--- src/rtl/bankTimingPkg.sv ---
package bankTimingPkg;
  localparam int IDLE_W = 4;
  localparam int LEN_W  = 5;
  localparam int MODE_W = 3;

  typedef enum logic [1:0] {ST_IDLE, ST_TURN, ST_ACT, ST_DONE} seqState_t;

  // control -> datapath strobes
  typedef struct packed {
    logic loadTurn;
    logic loadAct;
    logic decCnt;
    logic capture;
    logic record;
    logic csOn;
    logic oeOn;
    logic weOn;
  } ctlStrobe_t;

  // datapath -> control status
  typedef struct packed {
    logic cntZero;
    logic waitHit;
    logic needTurn;
  } pathStatus_t;
endpackage

--- src/rtl/bankTimingCtl.sv ---
module bankTimingCtl
  import bankTimingPkg::*;
(
  input  logic        clk,
  input  logic        rstN,
  input  logic        reqValid,
  input  logic        reqWrite,
  input  pathStatus_t status,
  output ctlStrobe_t  strobe,
  output logic        ack
);
  seqState_t state, stateNext;
  logic finish;

  assign finish = status.cntZero && !status.waitHit;

  always_ff @(posedge clk or negedge rstN) begin
    if (!rstN) state <= ST_IDLE;
    else       state <= stateNext;
  end

  always_comb begin
    stateNext = state;
    strobe    = '0;
    case (state)
      ST_IDLE: begin
        if (reqValid) begin
          if (status.needTurn) begin
            strobe.loadTurn = 1'b1;
            stateNext = ST_TURN;
          end else begin
            strobe.loadAct = 1'b1;
            stateNext = ST_ACT;
          end
        end
      end
      ST_TURN: begin
        if (status.cntZero) begin
          strobe.loadAct = 1'b1;
          stateNext = ST_ACT;
        end else begin
          strobe.decCnt = 1'b1;
        end
      end
      ST_ACT: begin
        strobe.csOn = 1'b1;
        strobe.oeOn = !reqWrite;
        strobe.weOn = reqWrite;
        if (finish) begin
          strobe.capture = !reqWrite;
          stateNext = ST_DONE;
        end else begin
          strobe.decCnt = !status.cntZero;
        end
      end
      ST_DONE: begin
        strobe.csOn   = reqWrite;
        strobe.record = 1'b1;
        stateNext = ST_IDLE;
      end
      default: stateNext = ST_IDLE;
    endcase
  end

  assign ack = (state == ST_DONE);
endmodule

--- src/rtl/bankTimingPath.sv ---
module bankTimingPath
  import bankTimingPkg::*;
#(
  parameter int NUM_BANKS   = 8,
  parameter int ADDR_W      = 12,
  parameter int DATA_W      = 16,
  parameter int CFG_AW      = 8,
  parameter int BANK_STRIDE = 28
) (
  input  logic                 clk,
  input  logic                 rstN,
  input  logic                 cfgWe,
  input  logic [CFG_AW-1:0]    cfgAddr,
  input  logic [LEN_W-1:0]     cfgWdata,
  output logic [31:0]          cfgRdata,
  input  logic                 reqWrite,
  input  logic [ADDR_W-1:0]    reqAddr,
  input  logic [DATA_W-1:0]    reqWdata,
  input  ctlStrobe_t           strobe,
  output pathStatus_t          status,
  output logic [DATA_W-1:0]    rdata,
  output logic [NUM_BANKS-1:0] memCsN,
  output logic                 memOeN,
  output logic                 memWeN,
  output logic [ADDR_W-1:0]    memAddr,
  output logic [DATA_W-1:0]    memWdata,
  input  logic [DATA_W-1:0]    memRdata,
  input  logic                 memWait
);
  localparam int BANK_W   = $clog2(NUM_BANKS);
  localparam int OFF_IDLE = 0;
  localparam int OFF_RD   = 4;
  localparam int OFF_WR   = 8;
  localparam int OFF_MODE = 12;

  logic [IDLE_W-1:0] idleReg [NUM_BANKS];
  logic [LEN_W-1:0]  rdReg   [NUM_BANKS];
  logic [LEN_W-1:0]  wrReg   [NUM_BANKS];
  logic [MODE_W-1:0] modeReg [NUM_BANKS];

  logic [BANK_W-1:0] reqBank, lastBank;
  logic [ADDR_W-1:0] lastAddr;
  logic              lastValid, lastWrite;
  logic [LEN_W-1:0]  cnt, actLen;
  logic              burstBeat;

  // register file
  always_ff @(posedge clk or negedge rstN) begin
    if (!rstN) begin
      for (int b = 0; b < NUM_BANKS; b++) begin
        idleReg[b] <= '1;
        rdReg[b]   <= '1;
        wrReg[b]   <= '1;
        modeReg[b] <= '0;
      end
    end else if (cfgWe) begin
      for (int b = 0; b < NUM_BANKS; b++) begin
        if (cfgAddr == CFG_AW'(b*BANK_STRIDE + OFF_IDLE)) idleReg[b] <= cfgWdata[IDLE_W-1:0];
        if (cfgAddr == CFG_AW'(b*BANK_STRIDE + OFF_RD))   rdReg[b]   <= cfgWdata;
        if (cfgAddr == CFG_AW'(b*BANK_STRIDE + OFF_WR))   wrReg[b]   <= cfgWdata;
        if (cfgAddr == CFG_AW'(b*BANK_STRIDE + OFF_MODE)) modeReg[b] <= cfgWdata[MODE_W-1:0];
      end
    end
  end

  always_comb begin
    cfgRdata = '0;
    for (int b = 0; b < NUM_BANKS; b++) begin
      if (cfgAddr == CFG_AW'(b*BANK_STRIDE + OFF_IDLE)) cfgRdata = 32'(idleReg[b]);
      if (cfgAddr == CFG_AW'(b*BANK_STRIDE + OFF_RD))   cfgRdata = 32'(rdReg[b]);
      if (cfgAddr == CFG_AW'(b*BANK_STRIDE + OFF_WR))   cfgRdata = 32'(wrReg[b]);
      if (cfgAddr == CFG_AW'(b*BANK_STRIDE + OFF_MODE)) cfgRdata = 32'(modeReg[b]);
    end
  end

  // bank decode and access classification
  assign reqBank   = reqAddr[ADDR_W-1 -: BANK_W];
  assign burstBeat = !reqWrite && modeReg[reqBank][0] && lastValid && !lastWrite
                     && (lastBank == reqBank) && (reqAddr == lastAddr + ADDR_W'(1));
  assign actLen    = (reqWrite || burstBeat) ? wrReg[reqBank] : rdReg[reqBank];

  assign status.cntZero  = (cnt == '0);
  assign status.waitHit  = modeReg[reqBank][1] && (memWait == modeReg[reqBank][2]);
  assign status.needTurn = lastValid && (lastWrite != reqWrite) && (idleReg[lastBank] != '0);

  // shared phase counter, last-access record, read capture
  always_ff @(posedge clk or negedge rstN) begin
    if (!rstN) begin
      cnt       <= '0;
      lastValid <= 1'b0;
      lastWrite <= 1'b0;
      lastBank  <= '0;
      lastAddr  <= '0;
      rdata     <= '0;
    end else begin
      if (strobe.loadTurn)    cnt <= LEN_W'(idleReg[lastBank]) - LEN_W'(1);
      else if (strobe.loadAct) cnt <= actLen;
      else if (strobe.decCnt)  cnt <= cnt - LEN_W'(1);
      if (strobe.capture) rdata <= memRdata;
      if (strobe.record) begin
        lastValid <= 1'b1;
        lastWrite <= reqWrite;
        lastBank  <= reqBank;
        lastAddr  <= reqAddr;
      end
    end
  end

  // memory bus
  for (genvar g = 0; g < NUM_BANKS; g++) begin : g_cs
    assign memCsN[g] = !(strobe.csOn && (reqBank == BANK_W'(g)));
  end
  assign memOeN   = !strobe.oeOn;
  assign memWeN   = !strobe.weOn;
  assign memAddr  = reqAddr;
  assign memWdata = reqWdata;
endmodule

--- src/rtl/bankTiming.sv ---
module bankTiming
  import bankTimingPkg::*;
#(
  parameter int NUM_BANKS   = 8,
  parameter int ADDR_W      = 12,
  parameter int DATA_W      = 16,
  parameter int CFG_AW      = 8,
  parameter int BANK_STRIDE = 28
) (
  input  logic                 clk,
  input  logic                 rstN,
  input  logic                 cfgWe,
  input  logic [CFG_AW-1:0]    cfgAddr,
  input  logic [LEN_W-1:0]     cfgWdata,
  output logic [31:0]          cfgRdata,
  input  logic                 reqValid,
  input  logic                 reqWrite,
  input  logic [ADDR_W-1:0]    reqAddr,
  input  logic [DATA_W-1:0]    reqWdata,
  output logic                 ack,
  output logic [DATA_W-1:0]    rdata,
  output logic [NUM_BANKS-1:0] memCsN,
  output logic                 memOeN,
  output logic                 memWeN,
  output logic [ADDR_W-1:0]    memAddr,
  output logic [DATA_W-1:0]    memWdata,
  input  logic [DATA_W-1:0]    memRdata,
  input  logic                 memWait
);
  ctlStrobe_t  strobe;
  pathStatus_t status;

  bankTimingCtl ctl_i (
    .clk(clk), .rstN(rstN), .reqValid(reqValid), .reqWrite(reqWrite),
    .status(status), .strobe(strobe), .ack(ack)
  );

  bankTimingPath #(
    .NUM_BANKS(NUM_BANKS), .ADDR_W(ADDR_W), .DATA_W(DATA_W),
    .CFG_AW(CFG_AW), .BANK_STRIDE(BANK_STRIDE)
  ) path_i (
    .clk(clk), .rstN(rstN), .cfgWe(cfgWe), .cfgAddr(cfgAddr), .cfgWdata(cfgWdata),
    .cfgRdata(cfgRdata), .reqWrite(reqWrite), .reqAddr(reqAddr), .reqWdata(reqWdata),
    .strobe(strobe), .status(status), .rdata(rdata), .memCsN(memCsN),
    .memOeN(memOeN), .memWeN(memWeN), .memAddr(memAddr), .memWdata(memWdata),
    .memRdata(memRdata), .memWait(memWait)
  );
endmodule

--- config.mk ---
export PLATFORM = sky130hd
export DESIGN_NAME = bankTiming
export DESIGN_NICKNAME = d
export VERILOG_FILES = /design/src/rtl/bankTimingPkg.sv /design/src/rtl/bankTimingCtl.sv /design/src/rtl/bankTimingPath.sv /design/src/rtl/bankTiming.sv
export SDC_FILE = /design/constraint.sdc
export NUM_CORES = 1
export LEC_CHECK = 0
export BUFFER_PORTS_ARGS = -buffer_cell sky130_fd_sc_hd__buf_2
export CORE_ASPECT_RATIO = 1.75
export CORE_MARGIN = 2
export CORE_UTILIZATION = 59
export CTS_CLUSTER_SIZE = 20
export DETAILED_ROUTE_END_ITERATION = 8
export HOLD_SLACK_MARGIN = 0.1
export PLACE_DENSITY = 0.8
export RECOVER_POWER = 25
export SLEW_MARGIN = 15
export SYNTH_ARGS = -nofsm -noshare
export SYNTH_HDL_FRONTEND = slang
export SYNTH_SLANG_ARGS = --single-unit
--- constraint.sdc ---
create_clock -name clk -period 4.4 [get_ports clk]
set_clock_uncertainty 0.1 [all_clocks]
set_input_delay 0.88 -clock clk [delete_from_list [all_inputs] [get_ports clk]]
set_output_delay 0.88 -clock clk [all_outputs]
set_load 0.02 [all_outputs]
Yosys cells after proc, flatten, opt, wreduce, memory -nomap -nowiden
Cells that the tools add are included.
{"block": "word_totals", "regBits": 176, "in_bits": 63, "output_inout_bits": 87, "word_cells": 232}
{"block": "op_classes", "add_sub_neg": 3, "magnitude_cmp": 2, "eq_ne": 48, "muxes": 67, "bitwise_logic": 2, "n_reduce_logical": 71}
{"cell": "2-to-1 mux 5 bit", "n": 39}
{"cell": "== test 8 bit (second input constant)", "n": 12}
{"cell": "== test 8 x 7 -> 1 bit (second input constant)", "n": 10}
{"cell": "AND reduction 2 bit", "n": 32}
{"cell": "== test 8 x 6 -> 1 bit (second input constant)", "n": 5}
{"cell": "binary-select mux 5 bit (select 3 bit)", "n": 2}
{"cell": "logical AND 1 bit", "n": 17}
{"cell": "== test 8 x 4 -> 1 bit (second input constant)", "n": 2}
{"cell": "logical NOT 1 bit", "n": 14}
{"cell": "adder 12 x 1 -> 12 bit (second input constant)", "n": 1}
{"cell": "binary-select mux 4 bit (select 3 bit)", "n": 1}
{"cell": "== test 12 bit", "n": 1}
{"cell": "== test 3 bit (second input constant)", "n": 4}
{"cell": "2-to-1 mux 2 bit", "n": 6}
{"cell": "2-to-1 mux 4 bit", "n": 3}
{"cell": "binary-select mux 3 bit (select 3 bit)", "n": 1}
{"cell": "2-to-1 mux 1 bit", "n": 9}
{"cell": "== test 8 x 3 -> 1 bit (second input constant)", "n": 1}
{"cell": "== test 8 x 5 -> 1 bit (second input constant)", "n": 1}
{"cell": "greater-or-equal comparator 4 bit (second input constant)", "n": 2}
{"cell": "logical NOT 8 bit", "n": 1}
{"cell": "inverter 3 -> 4 bit", "n": 2}
{"cell": "one-hot mux 2 bit (4 select lines)", "n": 1}
{"cell": "== test 3 x 2 -> 1 bit (second input constant)", "n": 2}
{"cell": "19 further kinds", "n": 24}

Depth between registers and ports, before layout
Gate-level depths: netlist of the first run.
{"block": "depth", "word_depth": 33, "ltp_mapped": 12, "mapped_depth_nobuf": 9}

Modules after synthesis
Synthesis of the first run repeated with hierarchy kept, for this count alone.
{"block": "unflattened", "hier_cells": 935, "area_unflattened_um2": 10712.8}
{"mod": "bankTimingPath", "n_inst": 1, "cells_each": 903, "area_per_inst_um2": 10430.0, "seq_area_each_um2": 4419.2}
{"mod": "bankTimingCtl", "n_inst": 1, "cells_each": 32, "area_per_inst_um2": 282.8, "seq_area_each_um2": 50.0}

Least setup slack after synthesis of the first run
OpenSTA, ideal clock, no wires.
{"block": "synth_timing", "kind": "in2out", "start": "input cfgAddr[0]", "end": "output cfgRdata[4]", "arrival_time_ns": 2.904, "required_ns": 3.420, "setup_slack_ns": 0.516, "path_stages": 8, "path_buffers": 1, "cell_sequence": "buf_4 nor4_4 a22oi_1 a2111oi_2 a211o_1 a221oi_1 or3_1 a31oi_1"}
{"block": "synth_between", "elab_chain_cells": 32, "elab_cells_between_ends": 62, "cone_classes": "eq/ne (31); mux (31)"}
{"item": "start: declaration", "line": "bankTiming.sv:13", "text": "input logic [CFG_AW-1:0] cfgAddr,"}
{"item": "== test 8 x 3 -> 1 bit", "line": "bankTimingPath.sv:70", "text": "if (cfgAddr == CFG_AW'(b*BANK_STRIDE + OFF_RD)) cfgRdata = 32'(rdReg[b]);"}
{"item": "2-to-1 mux 5 bit", "line": "bankTimingPath.sv:70"}
{"item": "2-to-1 mux 5 bit", "line": "bankTimingPath.sv:71", "text": "if (cfgAddr == CFG_AW'(b*BANK_STRIDE + OFF_WR)) cfgRdata = 32'(wrReg[b]);"}
{"item": "2-to-1 mux 5 bit", "line": "bankTimingPath.sv:72", "text": "if (cfgAddr == CFG_AW'(b*BANK_STRIDE + OFF_MODE)) cfgRdata = 32'(modeReg[b]);"}
{"item": "2-to-1 mux 5 bit", "line": "bankTimingPath.sv:69", "text": "if (cfgAddr == CFG_AW'(b*BANK_STRIDE + OFF_IDLE)) cfgRdata = 32'(idleReg[b]);"}
{"item": "2-to-1 mux 5 bit", "line": "bankTimingPath.sv:70"}
{"item": "2-to-1 mux 5 bit", "line": "bankTimingPath.sv:71"}
{"item": "2-to-1 mux 5 bit", "line": "bankTimingPath.sv:72"}
{"item": "(+16 left out)"}
{"item": "2-to-1 mux 5 bit", "line": "bankTimingPath.sv:69"}
{"item": "2-to-1 mux 5 bit", "line": "bankTimingPath.sv:70"}
{"item": "2-to-1 mux 5 bit", "line": "bankTimingPath.sv:71"}
{"item": "2-to-1 mux 5 bit", "line": "bankTimingPath.sv:72"}
{"item": "2-to-1 mux 5 bit", "line": "bankTimingPath.sv:69"}
{"item": "2-to-1 mux 5 bit", "line": "bankTimingPath.sv:70"}
{"item": "2-to-1 mux 5 bit", "line": "bankTimingPath.sv:71"}
{"item": "2-to-1 mux 5 bit *", "line": "bankTimingPath.sv:72"}
{"item": "end: declaration", "line": "bankTiming.sv:15", "text": "output logic [31:0] cfgRdata,"}
Every way passes the cells marked *; elsewhere a longest branch is shown, timed or not.

Worst setup path after layout of the first run
{"block": "layout_timing", "start": "input cfgAddr[5]", "end": "output cfgRdata[1]"}
{"block": "layout_between", "elab_chain_cells": 33, "elab_cells_between_ends": 64, "cone_classes": "eq/ne (31); mux (32); reduce/logical (1)"}
{"item": "logical NOT 8 bit", "line": "bankTimingPath.sv:69"}
{"item": "2-to-1 mux 4 bit", "line": "bankTimingPath.sv:69"}
{"item": "2-to-1 mux 5 bit", "line": "bankTimingPath.sv:70"}
{"item": "2-to-1 mux 5 bit", "line": "bankTimingPath.sv:71"}
{"item": "2-to-1 mux 5 bit", "line": "bankTimingPath.sv:72"}
{"item": "2-to-1 mux 5 bit", "line": "bankTimingPath.sv:69"}
{"item": "2-to-1 mux 5 bit", "line": "bankTimingPath.sv:70"}
{"item": "2-to-1 mux 5 bit", "line": "bankTimingPath.sv:71"}
{"item": "(+17 left out)"}
{"item": "2-to-1 mux 5 bit", "line": "bankTimingPath.sv:69"}
{"item": "2-to-1 mux 5 bit", "line": "bankTimingPath.sv:70"}
{"item": "2-to-1 mux 5 bit", "line": "bankTimingPath.sv:71"}
{"item": "2-to-1 mux 5 bit", "line": "bankTimingPath.sv:72"}
{"item": "2-to-1 mux 5 bit", "line": "bankTimingPath.sv:69"}
{"item": "2-to-1 mux 5 bit", "line": "bankTimingPath.sv:70"}
{"item": "2-to-1 mux 5 bit", "line": "bankTimingPath.sv:71"}
{"item": "2-to-1 mux 5 bit *", "line": "bankTimingPath.sv:72"}
Marked as above.

==> results of run 1 <==
[final cells by class]
| type | count | share of cell area (%) |
|---|---|---|
| sequential | 173 | 37.5 |
| clock buffer | 21 | 4.06 |
| timing repair buffer | 133 | 6.60 |
| inverter | 8 | 0.252 |
| clock inverter | 11 | 0.851 |
| multi-input combinational | 694 | 48.2 |
| tap | 234 | 2.46 |
[worst paths after layout]
check,from,slack [ns],cells past startpoint,end
min in group asynchronous,rstN,1.07,1,path_i.lastAddr[4]
worst max register to register,path_i.lastAddr[9],1.11,9,path_i.cnt[3]
max in group asynchronous,rstN,1.01,2,path_i.modeReg[6]
worst min-delay path,path_i.rdata[12],0.40,1,path_i.rdata[12]
worst min register to register,path_i.rdata[12],0.40,1,path_i.rdata[12]
worst max-delay path,cfgAddr[5],0.06,11,cfgRdata[1]
[through the flow]
step	hold WS (ns)	cell area [um2]	util, %	total power [mW]
2_1_floorplan	0.363	10900	-	3.15
3_3_place_gp	0.383	11300	63.0	3.47
3_5_place_dp	0.390	11300	63.0	3.52
4_1_cts	0.405	11900	66.3	5.02
5_1_grt	0.414	11900	66.2	5.21
6_report	0.404	11900	66.2	5.01
[cells by family (layout without fill, tap and decap cells)]
logic type	Yosys count	count (layout)	synth area share (%)
multiplexers	223	223	26.5
XOR/XNOR	19	19	1.54
buffers and inverters	121	173	6.65
AO/OA/AOI/OAI	154	154	9.99
AND/OR/NAND/NOR	263	263	13.1
flip-flops	173	173	41.3
other	1	27	0.0346
adder cells (fa/ha/maj)	8	8	0.925
[what timing repair did]
action	4_1_cts	5_1_grt
hold endpoints to repair	0	0
resized for setup	0	2
setup endpoints to repair	0	2
hold buffers	0	0
[critical path, delay by kind of cell]
family | cells | cell delay [ns]
AOI/OAI and AO/OA | 5 | 1.15
buffers and inverters | 3 | 0.52
and+or+nand+nor | 3 | 0.81
[sequential cells by signal, summed over array words and instances (netlist names)]
register	flops
path_i.lastWrite	1
path_i.lastAddr	12
path_i.cnt	5
path_i.rdata	16
path_i.idleReg	32
path_i.lastValid	1
path_i.rdReg	40
ctl_i.state	2
path_i.modeReg	24
path_i.wrReg	40
[layout by cell type (no fill, tap or decap), types with 5 or more instances in the layout]
cell and count:
o21ai_0 22, a22o_1 6, a211oi_1 5, xor2_1 6, and3_1 12, a21oi_1 29, nand4_1 7, a22oi_1 7
nand2b_1 12, conb_1 27, dfstp_2 112, o22ai_1 15, nand2_1 81, nor2b_1 15, a221oi_1 7, mux2i_1 23
buf_4 41, nor3_1 18, ha_1 8, dfrtp_1 61, nand3_1 34, inv_1 8, mux4_2 33, buf_2 89
o31ai_1 5, mux2_2 166, clkbuf_16 19, nor2_1 40, xnor2_1 13, o211ai_1 8
[per-layer routing]
| metal | part of all wire (%) | GRT usage, % | vias up |
|---|---|---|---|
| li1 | - | - | 3641 |
| met1 | 33 | 38.4 | 4307 |
| met2 | 52 | 66.5 | 489 |
| met3 | 6.2 | 7.43 | 181 |
| met4 | 9.1 | 30.0 | 0 |
| met5 | 0 | 0 | - |
[power by group]
group / total, mW / internal [mW] / switching [mW]
Sequential: 2.15 / 1.85 / 0.306
Clock: 1.50 / 0.850 / 0.651
Combinational: 1.35 / 0.631 / 0.720
Total: 5.01 / 3.33 / 1.68
==> reports/metrics.yaml, run 1 <==
grt_antenna_before_repair: 0
post-dp-hpwl_um: 27000
synth_area_leaders: "dfstp_2 (27%), mux2_2 (17%), dfrtp_1 (14%)"
grt_max_degree: 98
num_antenna_cells: 0
setup_tns_ns: 0
fill_cells: 1453
cp.required_ns: 3.42
final_antenna_net_count: 0
initial_core_util_pct: 60.2
crit_arrival_ns: 3.36
grt_pass1_vias: 8791
seq_area_frac_synth_pct: 41.3
grt-ovfl-total: 0
cellLeakagePower_nw: 5.08
synthFlopType: "dfstp_2"
drtIter0Drc: 804
setup_viol: 0
crit_path_max_incr_delay_ns: 0.45
h-tree-depth: 4
worst_skew_pair.late_latency_ns: 0.44
drive_gt1_share_pct: 47.9
grtUsageTotal_pct: 37.8
cts.clk_slew.worst_paths_ns: 0.07
clockBufferDepth: 2
crit_path_cell_trace: "buf_2 -> buf_4 -> nand2b_1 -> nor2_1 -> nand2_1 -> o221ai_1 -> a211oi_1 -> a222oi_1 -> o21ai_1 -> a22o_1 -> buf_2"
fin_ws_ns: 0.0629
critPathLaunchType: "input pin"
ys_types: 83
yosysMostFrequentCell: "mux2_2"
cts_num_sinks: 173
period_needed_ns: 4.34
crit_fanout: 12
cts_setup_buffers: 0
via_count: 8618
cts_buffers: 17
maxSlewViolCount: 98
p_per_area_nw_per_um2: 420
ys_async_sr_fraction_pct: 100
wl_per_cell_um: 28.0
cts_root_buf: "clkbuf_16"
wl_um: 35700
yosysWarnings: 0
max_slew_margin_pct: -57.7
status: "complete, but fails checks"
port_buffers: 90
vias_per_cell: 6.76
vdd_ir_drop_max_v: 0.000363
route.detailed.drc: 0
violations: "max-capacitance violations, max-slew violations"
clock.fmax_mhz: 231
die_w_um: 106
synthTopCellsByCount: "mux2_2 (166), dfstp_2 (112), nand2_1 (81)"
dieArea_um2: 19500
tightest_slew_ns: 2.37
cp_slowest_cell: "nor2_1"
rsz0062_at_grt: "false"
multi_input_area_um2: 5740
gp_congestion: 1.03
critPathKind: "input pin to output pin"
yosys.area.top_type: "dfstp_2"
dp_cells: 1242
finalHoldViolCount: 0
core.rowCount: 65
grt_pass1_wl_um: 53400
cpMostUsedCell: "buf_2"
fin_nets: 1098
synth_edf_count: 0
dr.pass1.iters: 5
post-place-ws_ns: 0.128
maxCapViolCount: 1
finalCritPeriodShare_pct: 98.6
die_h_um: 183
area_growth_pct: 10.0
postSynthAreaPerCell_um2: 11.3
hold_class: "flop to flop"
instances_no_fill: 1274
synth_top_area_share_pct: 27.2
ios: 150
syn_inst: 962
cts_tree: "yes"
core-area_um2: 18000
synth-seq-cells: 173
syn_area_um2: 10800
seqCellArea_um2: 4470
critPathCaptureType: "output pin"
(Power assumes the default switching activity.)
==> inputs of run 2 (changes only) <==
--- a/config.mk
+++ b/config.mk
@@ -6,7 +6,6 @@
 export NUM_CORES = 1
 export LEC_CHECK = 0
 export BUFFER_PORTS_ARGS = -buffer_cell sky130_fd_sc_hd__buf_2
-export CORE_ASPECT_RATIO = 1.75
 export CORE_MARGIN = 2
 export CORE_UTILIZATION = 59
 export CTS_CLUSTER_SIZE = 20
==> reports/metrics.yaml, run 2 (synthesis results as in run 1) <==
path_depth: 9  # -2
tightest_slew_ns: 2.40  # +0.0356 ns
worstRegToRegCells: 9  # unchanged
instances_no_fill: 1260  # -1.1%
p_seq_share_pct: 42.5  # -0.5 points
crit_path_cell_trace: "buf_2 -> nor4_4 -> a22oi_1 -> a2111oi_2 -> a211o_1 -> a221oi_1 -> or3_1 -> a31oi_1 -> buf_2"
top_regs: "path_i.rdReg x40, path_i.wrReg x40, path_i.idleReg x32"
fin_area_um2: 11800  # -0.49%
fill_cells: 1398  # -3.8%
period_needed_ns: 4.28  # -0.0571 ns
cts_num_sinks: 173  # unchanged
die_w_um: 139  # +31%
worst-path-buf-inv: 2  # -1
p_per_area_nw_per_um2: 424  # +0.78%
status: "complete, but fails checks"
vdd_ir_drop_max_v: 0.000306  # -16%
critPathLaunchType: "input pin"
wl_per_cell_um: 25.2  # -9.9%
cts_buffers: 17  # unchanged
setup_tns_ns: 0  # unchanged
grt_antenna_before_repair: 0  # unchanged
worst_skew_pair.late_latency_ns: 0.45  # about the same
maxSlewViolCount: 44  # -55%
cts_setup_buffers: 0  # unchanged
cts_root_buf: "clkbuf_16"
die_h_um: 139  # -24%
core-area_um2: 18000  # about the same
r2r-start: "path_i.lastAddr[9]"
violations: "max-capacitance violations, max-slew violations"
p_sw_mw: 1.73  # +3.2%
critPathKind: "input pin to output pin"
clockBufferDepth: 2  # unchanged
post_cts_resize_count: 0  # unchanged
finalCritPeriodShare_pct: 97.3  # -1.3 points
initial_core_util_pct: 60.3  # about the same
grt_pass1_wl_um: 49600  # -7.1%
grtUsageTotal_pct: 33.4  # -4.4 points
r2r-end: "path_i.cnt[4]"
dp_cells: 1228  # -1.1%
ios: 150  # unchanged
final_cell_mix: "mux2_2 (166), dfstp_2 (112), buf_2 (88)"
finalHoldViolCount: 0  # unchanged
holdWs_ns: 0.403  # -0.000369 ns
cts_tree: "yes"
maxCapViolCount: 1  # unchanged
switching_share_pct: 34.5  # +0.97 points
fin_nets: 1089  # -0.82%
final_antenna_net_count: 0  # unchanged
clock.fmax_mhz: 234  # +1.3%
cp_slowest_cell: "nor4_4"
crit_fanout: 12  # unchanged
setup.worst_path.end: "cfgRdata[4]"
cts.clk_slew.worst_paths_ns: 0.08  # about the same
wl_um: 31800  # -11%
cp.required_ns: 3.42  # about the same
crit_family: "compound AO/OA/AOI/OAI gates"
port_buffers: 90  # unchanged
max_slew_margin_pct: -60.1  # -2.4 points
vias_per_cell: 6.69  # -1.1%
drtIter0Drc: 1033  # +28%
crit_start: "cfgAddr[1]"
core.rowCount: 49  # -25%
dieArea_um2: 19400  # -0.22%
via_count: 8427  # -2.2%
crit_path_max_incr_delay_ns: 0.57  # +0.12 ns
p_comb_share_pct: 26.4  # -0.6 points
utilization_pct: 66.0  # -0.29 points
internal_power_mw: 3.29  # -1.2%
grt_pass1_vias: 8359  # -4.9%
area_growth_pct: 9.46
crit_arrival_ns: 3.30  # -0.06 ns
p_total_mw: 5.02  # +0.28%
rrSetupSlack_ns: 1.11  # about the same
route.detailed.drc: 0  # unchanged
min-delay-start: "path_i.rdata[7]"
cpMostUsedCell: "buf_2"
h-tree-depth: 4  # unchanged
holdBufCountCts: 0  # unchanged
grt-ovfl-total: 0  # unchanged
final_common_cell: "mux2_2"
rsz0062_at_grt: "false"
fin_ws_ns: 0.120  # +0.0571 ns
clkPwrFrac_pct: 31.1  # +1.1 points
critPathCaptureType: "output pin"
num_antenna_cells: 0  # unchanged
gp_congestion: 1.04  # +1.0%
post-place-ws_ns: 0.145  # +0.0163 ns
drive_gt1_share_pct: 47.6  # -0.26 points
post-dp-hpwl_um: 23400  # -13%
cellLeakagePower_nw: 5.03  # -0.95%
placed_area_um2: 11300  # -0.70%
grt_max_degree: 83  # -15%
hold_class: "flop to flop"
dr.pass1.iters: 7  # +2
setup_viol: 0  # unchanged
-- run 2: cell count changes in the layout (fill, tap and decap cells not counted), sizes merged --
cell,previous run,this run
clkinv,4,5
clkbuf,23,20
clkinvlp,2,1
inv,12,16
buf,131,121
-- run 2: worst min-delay path by stage --
stage	endpoint	slack [ns]	cells after the start
2_1_floorplan	path_i.lastValid	0.36	1
3_3_place_gp	path_i.rdata[14]	0.38	1
3_5_place_dp	path_i.rdata[8]	0.39	1
4_1_cts	path_i.lastAddr[2]	0.25	1
5_1_grt	path_i.rdata[12]	0.43	1
6_report	path_i.rdata[7]	0.40	1
-- run 2: power by group through the flow --
| stage | registers (mW) | logic [mW] | clock network [mW] |
|---|---|---|---|
| 2_1_floorplan | 2.08 | 1.07 | 0 |
| 3_3_place_gp | 2.14 | 1.29 | 0 |
| 3_5_place_dp | 2.15 | 1.32 | 0 |
| 4_1_cts | 2.13 | 1.33 | 1.57 |
| 5_1_grt | 2.17 | 1.46 | 1.63 |
| 6_report | 2.13 | 1.33 | 1.56 |
-- run 2: layout make-up --
cell class	instances	area [um2]	share of cell area [%]
Inverter	8	30.0	0.253
Clock buffer	17	425	3.59
Clock inverter	15	178	1.50
Timing Repair Buffer	124	707	5.97
Tap cell	229	287	2.42
Sequential cell	173	4470	37.7
Multi-Input combinational cell	694	5750	48.5
-- run 2: layer usage --
| metal | wire length [um] | GRT usage, % | share of wire, % |
|---|---|---|---|
| met1 | 13100 | 46.4 | 41 |
| met2 | 14200 | 50.2 | 45 |
| met3 | 3350 | 10.4 | 11 |
| met4 | 1120 | 11.3 | 3.5 |
| met5 | 0 | 0 | 0 |
-- run 2: worst register-to-register path, delay by kind of cell, from the launching register on --
kind                       cells  cell delay [ns]
muxes                          2             0.93
DFF                            1             0.77
buffers and inverters          1             0.04
AOI/OAI and AO/OA              1             0.37
adders and majority gates      1             0.21
and+or+nand+nor                4             0.77
==> inputs of run 3 (changes only) <==
--- a/config.mk
+++ b/config.mk
@@ -8,6 +8,7 @@
 export BUFFER_PORTS_ARGS = -buffer_cell sky130_fd_sc_hd__buf_2
 export CORE_MARGIN = 2
 export CORE_UTILIZATION = 59
+export CTS_BUF_LIST = sky130_fd_sc_hd__clkbuf_2 sky130_fd_sc_hd__clkbuf_4 sky130_fd_sc_hd__clkbuf_8
 export CTS_CLUSTER_SIZE = 20
 export DETAILED_ROUTE_END_ITERATION = 8
 export HOLD_SLACK_MARGIN = 0.1
==> reports/metrics.yaml, run 3 (synthesis results as in run 1) <==
post-dp-hpwl_um: 23400  # unchanged
worst_skew_pair.late_latency_ns: 0.48  # +0.03 ns
clkPwrFrac_pct: 25.3  # -5.8 points
die_w_um: 139  # unchanged
critPathLaunchType: "input pin"
setup_viol: 0  # unchanged
hold_class: "flop to flop"
wl_per_cell_um: 25.0  # -0.89%
p_comb_share_pct: 28.7  # +2.3 points
top_regs: "path_i.rdReg x40, path_i.wrReg x40, path_i.idleReg x32"
critPathCaptureType: "output pin"
ios: 150  # unchanged
vdd_ir_drop_max_v: 0.000297  # -3.0%
switching_share_pct: 36.1  # +1.6 points
clockBufferDepth: 2  # unchanged
crit_fanout: 12  # unchanged
wl_um: 31500  # -0.89%
core-area_um2: 18000  # unchanged
cp.required_ns: 3.42  # about the same
port_buffers: 90  # unchanged
maxSlewViolCount: 44  # unchanged
crit_arrival_ns: 3.32  # +0.02 ns
grt_pass1_wl_um: 49400  # -0.43%
period_needed_ns: 4.30  # +0.0187 ns
final_cell_mix: "mux2_2 (166), dfstp_2 (112), buf_2 (89)"
internal_power_mw: 2.96  # -10%
grt-ovfl-total: 0  # unchanged
final_common_cell: "mux2_2"
die_h_um: 139  # unchanged
cts_root_buf: "clkbuf_8"
final_antenna_net_count: 0  # unchanged
grt_max_degree: 83  # unchanged
finalCritPeriodShare_pct: 97.7  # +0.43 points
grt_antenna_before_repair: 0  # unchanged
maxCapViolCount: 1  # unchanged
via_count: 8452  # +0.30%
vias_per_cell: 6.71  # +0.30%
rsz0062_at_grt: "false"
p_per_area_nw_per_um2: 397  # -6.3%
finalHoldViolCount: 0  # unchanged
post_cts_resize_count: 0  # unchanged
drive_gt1_share_pct: 47.6  # unchanged
holdBufCountCts: 0  # unchanged
p_sw_mw: 1.67  # -3.6%
core.rowCount: 49  # unchanged
cts.clk_slew.worst_paths_ns: 0.11  # +0.03 ns
num_antenna_cells: 0  # unchanged
drtIter0Drc: 1057  # +2.3%
cts_tree: "yes"
gp_congestion: 1.04  # unchanged
grtUsageTotal_pct: 33.2  # -0.24 points
dieArea_um2: 19400  # unchanged
status: "complete, but fails checks"
grt_pass1_vias: 8288  # -0.85%
tightest_slew_ns: 2.44  # +0.0405 ns
violations: "max-capacitance violations, max-slew violations"
fin_nets: 1089  # unchanged
setup_tns_ns: 0  # unchanged
initial_core_util_pct: 60.3  # unchanged
p_seq_share_pct: 46.1  # +3.6 points
critPathKind: "input pin to output pin"
clock.fmax_mhz: 233  # -0.44%
cts_setup_buffers: 0  # unchanged
max_slew_margin_pct: -62.8  # -2.7 points
route.detailed.drc: 0  # unchanged
area_growth_pct: 7.66
p_total_mw: 4.62  # -7.9%
dr.pass1.iters: 5  # -2
fill_cells: 1410  # +0.86%
cellLeakagePower_nw: 4.94  # -1.8%
cts_num_sinks: 173  # unchanged
h-tree-depth: 4  # unchanged
cts_buffers: 17  # unchanged
run 3: cell count changes in the layout (fill, tap and decap cells not counted), sizes merged:
cell,previous run,this run
clkbuf,20,19
buf,121,122
run 3: worst max-delay path, cell delays in order:
cell and delay, ns:
buf_2 0.18, nor4_4 0.59, a22oi_1 0.20, a2111oi_2 0.41, a211o_1 0.17, a221oi_1 0.11
or3_1 0.41, a31oi_1 0.18, buf_2 0.19
run 3: power by group through the flow:
stage	clock network, mW	registers (mW)	logic [mW]
after floorplan	0	2.08	1.07
after global placement	0	2.14	1.29
after detailed placement	0	2.15	1.32
after CTS	1.18	2.13	1.33
after global routing	1.25	2.17	1.46
final	1.17	2.13	1.33
run 3: cell type report:
class	instances	area (um2)	area share, %
multi-input cells	694	5750	49.3
flip-flops and latches	173	4470	38.4
repair buffers	124	708	6.08
well taps	229	287	2.46
clock buffers	17	234	2.01
clock inverters	15	178	1.52
inverters	8	30.0	0.258
run 3: worst paths after layout:
kind                       slack, ns                from            endpoint  depth (start not counted)
hold reg to reg                 0.41     path_i.rdata[7]     path_i.rdata[7]                          1
setup / recovery                0.10          cfgAddr[1]         cfgRdata[4]                          9
max in group asynchronous       0.93                rstN  path_i.modeReg[16]                          2
hold / removal                  0.41     path_i.rdata[7]     path_i.rdata[7]                          1
min in group asynchronous       1.02                rstN  path_i.lastAddr[0]                          1
setup reg to reg                1.14  path_i.lastAddr[9]       path_i.cnt[3]                          9
run 3: through the flow:
stage	util, %	instances	instance area, um2	hold slack (ns)	setup slack [ns]
floorplan	-	988	10900	0.363	0.516
global placement	62.6	1228	11300	0.383	0.184
detailed placement	62.6	1228	11300	0.390	0.145
CTS	64.9	1260	11700	0.204	0.135
global route	64.9	1260	11700	0.442	0.00431
finish	64.9	1260	11700	0.410	0.101
run 3: metal layers:
layer	GRT usage [%]	wire length, um	vias to the layer above
li1	-	-	3621
met1	48.0	13100	4235
met2	49.8	14200	535
met3	8.47	3420	61
met4	9.73	767	0
met5	0	0	-
